[src/rtl/alu_pkg.sv]
package alu_pkg;

    typedef enum logic [3:0] {
        OP_AND    = 4'd0,
        OP_XOR    = 4'd1,
        OP_SUB    = 4'd2,
        OP_RSUB   = 4'd3,
        OP_ADD    = 4'd4,
        OP_ADDC   = 4'd5,
        OP_SUBC   = 4'd6,
        OP_RSUBC  = 4'd7,
        OP_TSTAND = 4'd8,
        OP_TSTXOR = 4'd9,
        OP_CMPSUB = 4'd10,
        OP_CMPADD = 4'd11,
        OP_OR     = 4'd12,
        OP_MOVE   = 4'd13,
        OP_ANDN   = 4'd14,
        OP_MOVEN  = 4'd15
    } alu_op_e;

    typedef enum logic [1:0] {
        CIN_ZERO  = 2'd0,
        CIN_ONE   = 2'd1,
        CIN_CARRY = 2'd2
    } cin_sel_e;

    typedef struct packed {
        logic     is_arith;
        logic     writes;
        logic     swap;
        logic     invert;
        cin_sel_e cin_sel;
    } alu_ctrl_t;

    localparam int FLAG_N = 3;
    localparam int FLAG_Z = 2;
    localparam int FLAG_C = 1;
    localparam int FLAG_V = 0;

endpackage

[src/rtl/alu_op_decode.sv]
module alu_op_decode
    import alu_pkg::*;
(
    input  alu_op_e   op,
    output alu_ctrl_t ctrl
);
    always_comb begin
        ctrl = '{is_arith: 1'b0, writes: 1'b1, swap: 1'b0,
                 invert: 1'b0, cin_sel: CIN_ZERO};
        unique case (op)
            OP_SUB:    begin ctrl.is_arith = 1'b1; ctrl.invert = 1'b1; ctrl.cin_sel = CIN_ONE; end
            OP_RSUB:   begin ctrl.is_arith = 1'b1; ctrl.swap = 1'b1; ctrl.invert = 1'b1; ctrl.cin_sel = CIN_ONE; end
            OP_ADD:    begin ctrl.is_arith = 1'b1; end
            OP_ADDC:   begin ctrl.is_arith = 1'b1; ctrl.cin_sel = CIN_CARRY; end
            OP_SUBC:   begin ctrl.is_arith = 1'b1; ctrl.invert = 1'b1; ctrl.cin_sel = CIN_CARRY; end
            OP_RSUBC:  begin ctrl.is_arith = 1'b1; ctrl.swap = 1'b1; ctrl.invert = 1'b1; ctrl.cin_sel = CIN_CARRY; end
            OP_CMPSUB: begin ctrl.is_arith = 1'b1; ctrl.writes = 1'b0; ctrl.invert = 1'b1; ctrl.cin_sel = CIN_ONE; end
            OP_CMPADD: begin ctrl.is_arith = 1'b1; ctrl.writes = 1'b0; end
            OP_TSTAND, OP_TSTXOR: begin ctrl.writes = 1'b0; end
            OP_AND, OP_XOR, OP_OR, OP_MOVE, OP_ANDN, OP_MOVEN: begin end
            default: begin end
        endcase
    end
endmodule

[src/rtl/alu_adder.sv]
module alu_adder
    import alu_pkg::*;
#(
    parameter int WIDTH = 32
) (
    input  logic [WIDTH-1:0] a,
    input  logic [WIDTH-1:0] b,
    input  logic             swap,
    input  logic             invert,
    input  cin_sel_e         cin_sel,
    input  logic             carry_in,
    output logic [WIDTH-1:0] sum,
    output logic             carry_out,
    output logic             overflow
);
    localparam int MSB = WIDTH - 1;

    logic [WIDTH-1:0] lhs;
    logic [WIDTH-1:0] rhs;
    logic             cin;
    logic [WIDTH:0]   wide;

    always_comb begin
        lhs = swap ? b : a;
        rhs = swap ? a : b;
        if (invert) rhs = ~rhs;
        unique case (cin_sel)
            CIN_ONE:   cin = 1'b1;
            CIN_CARRY: cin = carry_in;
            default:   cin = 1'b0;
        endcase
        wide      = {1'b0, lhs} + {1'b0, rhs} + {{WIDTH{1'b0}}, cin};
        sum       = wide[MSB:0];
        carry_out = wide[WIDTH];
        overflow  = (lhs[MSB] == rhs[MSB]) && (wide[MSB] != lhs[MSB]);
    end
endmodule

[src/rtl/alu_logic.sv]
module alu_logic
    import alu_pkg::*;
#(
    parameter int WIDTH = 32
) (
    input  alu_op_e          op,
    input  logic [WIDTH-1:0] a,
    input  logic [WIDTH-1:0] b,
    output logic [WIDTH-1:0] y
);
    always_comb begin
        unique case (op)
            OP_AND, OP_TSTAND: y = a & b;
            OP_XOR, OP_TSTXOR: y = a ^ b;
            OP_OR:             y = a | b;
            OP_MOVE:           y = b;
            OP_ANDN:           y = a & ~b;
            OP_MOVEN:          y = ~b;
            default:           y = '0;
        endcase
    end
endmodule

[src/rtl/dp_alu.sv]
module dp_alu
    import alu_pkg::*;
#(
    parameter int WIDTH = 32
) (
    input  logic [3:0]       opcode,
    input  logic [WIDTH-1:0] op_a,
    input  logic [WIDTH-1:0] op_b,
    input  logic             shift_carry,
    input  logic [3:0]       flags_in,
    input  logic             set_flags,
    output logic [WIDTH-1:0] result,
    output logic             result_we,
    output logic [3:0]       flags_out
);
    localparam int MSB = WIDTH - 1;

    alu_op_e          op;
    alu_ctrl_t        ctrl;
    logic [WIDTH-1:0] arith_y;
    logic [WIDTH-1:0] logic_y;
    logic             arith_c;
    logic             arith_v;
    logic             update;

    assign op = alu_op_e'(opcode);

    alu_op_decode u_decode (
        .op   (op),
        .ctrl (ctrl)
    );

    alu_adder #(.WIDTH(WIDTH)) u_adder (
        .a         (op_a),
        .b         (op_b),
        .swap      (ctrl.swap),
        .invert    (ctrl.invert),
        .cin_sel   (ctrl.cin_sel),
        .carry_in  (flags_in[FLAG_C]),
        .sum       (arith_y),
        .carry_out (arith_c),
        .overflow  (arith_v)
    );

    alu_logic #(.WIDTH(WIDTH)) u_logic (
        .op (op),
        .a  (op_a),
        .b  (op_b),
        .y  (logic_y)
    );

    always_comb begin
        result    = ctrl.is_arith ? arith_y : logic_y;
        result_we = ctrl.writes;
        update    = set_flags | ~ctrl.writes;
        flags_out = flags_in;
        if (update) begin
            flags_out[FLAG_N] = result[MSB];
            flags_out[FLAG_Z] = (result == '0);
            flags_out[FLAG_C] = ctrl.is_arith ? arith_c : shift_carry;
            flags_out[FLAG_V] = ctrl.is_arith ? arith_v : flags_in[FLAG_V];
        end
    end
endmodule

[config.mk]
export PLATFORM = sky130hd
export DESIGN_NAME = dp_alu
export DESIGN_NICKNAME = d
export VERILOG_FILES = /design/src/rtl/alu_pkg.sv /design/src/rtl/alu_op_decode.sv /design/src/rtl/alu_adder.sv /design/src/rtl/alu_logic.sv /design/src/rtl/dp_alu.sv
export SDC_FILE = /design/constraint.sdc
export NUM_CORES = 1
export LEC_CHECK = 0
export ABC_AREA = 1
export BUFFER_PORTS_ARGS = -buffer_cell sky130_fd_sc_hd__buf_2
export CAP_MARGIN = 20
export CORE_ASPECT_RATIO = 1.2
export CORE_MARGIN = 5
export CORE_UTILIZATION = 40
export DETAILED_ROUTE_END_ITERATION = 10
export PLACE_DENSITY = 0.7
export SLEW_MARGIN = 30
export SYNTH_ARGS = -nofsm -noshare
export SYNTH_HDL_FRONTEND = slang
export SYNTH_SLANG_ARGS = --single-unit
[constraint.sdc]
create_clock -name vclk -period 15.46
set_input_delay 3.092 -clock vclk [all_inputs]
set_output_delay 3.092 -clock vclk [all_outputs]
set_load 0.005 [all_outputs]
==> results.yml <==
finish:
  drive_gt1_share_pct: 10.4
  register_area_um2: 0
  antenna_cells: 0
  nets: 1431
  fin_cells: 1488
  syn_to_final_growth_pct: 11.7
  seq_cells: 0
  nClkBuffers: 0
synth:
  netlist_top_cells_count: "nand2_1, inv_1, o21ai_0"
  synth_cells: 1210
  seq_area_frac_synth_pct: 0
  synth_most_common_cell: "nand2_1"
  syn_area_per_cell_um2: 4.89
  syn_area_um2: 5910
  syn_nets: 1351
  synth_top_area_share_pct: 27.6
  synth.distinct_cells: 36
  synth_top_area_cell: "nand2_1"
  ys_warn_count: 0
  synth.area.top_cells: "nand2_1, inv_1, ha_1, o21ai_0, nand3_1"
drt:
  wl_per_cell_um: 14.0
  drc: 0
  via_per_inst: 5.11
  ant_nets: 0
  initialDrtViolationCount: 631
  wirelength_um: 20900
  detail_route.first_pass.iterations: 5
  vias: 7609
worst_setup_path:
  start_kind: "input pin"
  path_buf_inv: 5
  endpoint_kind: "output pin"
  critPathKind: "in2out"
  worst_path_most_repeated_cell: "nand2_1"
  path_delay_family: "simple AND/OR/NAND/NOR gates"
  critical_path.max_stage_delay_ns: 0.54
  crit_slowest_cell: "clkinv_1"
  critical_path_peak_fanout: 20
  cp-startpoint: "opcode[0]"
  crit_required_ns: 12.37
  critPathArrivalTime_ns: 7.35
pwr:
  leakagePower_uw: 0.00391
  fin_total_pwr_uw: 345
  p_per_area_nw_per_um2: 52.2
  switching_share_pct: 65.2
  seqPwrFrac_pct: 0
  switchingPower_uw: 225
  combPwrFrac_pct: 100.0
  p_int_uw: 120
  vdd_drop_max_v: 0.0000251
  pwr-share-clk_pct: 0
floorplanning:
  ios: 111
  dieWidth_um: 121
  core_area_um2: 14500
  die_h_um: 143
  placementRows: 48
  die_area_um2: 17300
  start_util_pct: 40.9
timing:
  timing.final.crit_share_pct: 67.5
  period_minus_slack_ns: 10.44
  finalSetupTns_ns: 0
  worst_pin_slew_ns: 0.883
  timing.fmax_ghz: 0.0958
  slew-limit-headroom_pct: 41.0
  setup_viol: 0
  whs_ns: 6.45
  maxSlewViolCount: 0
  hold_viol_final: 0
  rsz0062_at_grt: "no"
clock_tree:
  cts_resized: 0
  cts_hold_buf: 0
  cts_post_setup_buffers_inserted: 0
placed_design:
  port_buffers: 111
  dp.cells: 1488
  place_hpwl_um: 17100
  gp_congestion: 0.995
run_status:
  status: "finished, final reports clean"
run:
  timing.max_cap.violations: 0
global_routing:
  antenna_found_initial: 0
  grt-ovfl-total: 0
  grt_pass1_vias: 7064
  grt_pass1_wl_um: 34000
  grt_usage_pct: 23.6
  grt_start_max_net_pins: 129
hold_path:
  holdCritStartpoint: "flags_in[2]"
  hold_path_depth: 4
  whs_endpoint: "flags_out[2]"
  hold_class: "in2out"
==> layout by cell type (no fill, tap or decap), drive strengths merged, types with 2 or more instances in the layout <==
| cell | instances |
|---|---|
| nand2 | 440 |
| inv | 234 |
| o21ai | 131 |
| buf | 114 |
| nor2 | 87 |
| nand3 | 71 |
| ha | 65 |
| a21oi | 39 |
| xor2 | 33 |
| o211ai | 19 |
| nand4 | 18 |
| o2111ai | 5 |
| or2 | 4 |
| nand3b | 4 |
| o22ai | 4 |
| nor3 | 4 |
| xnor2 | 3 |
| a31oi | 3 |
| o21bai | 2 |
| fa | 2 |
==> cell families (layout without fill, tap and decap cells) <==
group | count (synthesis) | in the layout | synth area share (%)
AO/OA/AOI/OAI | 208 | 208 | 19.4
XOR/XNOR | 36 | 36 | 5.33
adder cells (fa/ha/maj) | 67 | 67 | 14.4
buffers and inverters | 271 | 349 | 17.7
AND/OR/NAND/NOR | 628 | 628 | 43.1
==> layout make-up <==
cell class | instances | area [um2]
Tap cell | 200 | 250
Inverter | 235 | 882
Timing Repair Buffer | 114 | 582
Multi-Input combinational cell | 939 | 4890
Fill cell | 1669 | 7870
==> per-layer routing <==
layer	global-route usage (%)	wire length [um]
met1	31.0	9230
met4	6.98	709
met5	0	0
met2	41.6	9780
met3	1.15	1180
==> how the worst max path moves through the flow <==
| stage | cells past startpoint | end |
|---|---|---|
| after floorplan | 26 | flags_out[2] |
| after global placement | 24 | flags_out[2] |
| after detailed placement | 25 | flags_out[2] |
| after CTS | 25 | flags_out[2] |
| after global routing | 26 | flags_out[2] |
| final | 25 | flags_out[2] |
==> power groups by stage <==
stage                     clock (uW)  combinational [uW]  sequential (uW)
after floorplan                    0                 234                0
after global placement             0                 338                0
after detailed placement           0                 341                0
after CTS                          0                 342                0
after global routing               0                 392                0
final                              0                 345                0
==> metrics by stage <==
| step | worst slack, ns | area, um2 | util (%) |
|---|---|---|---|
| floorplan | 5.98 | 5910 | - |
| global placement | 5.04 | 6600 | 45.6 |
| detailed placement | 4.93 | 6600 | 45.6 |
| CTS | 4.90 | 6600 | 45.6 |
| global route | 4.51 | 6600 | 45.6 |
| finish | 5.02 | 6600 | 45.6 |
(Power assumes the default switching activity.)
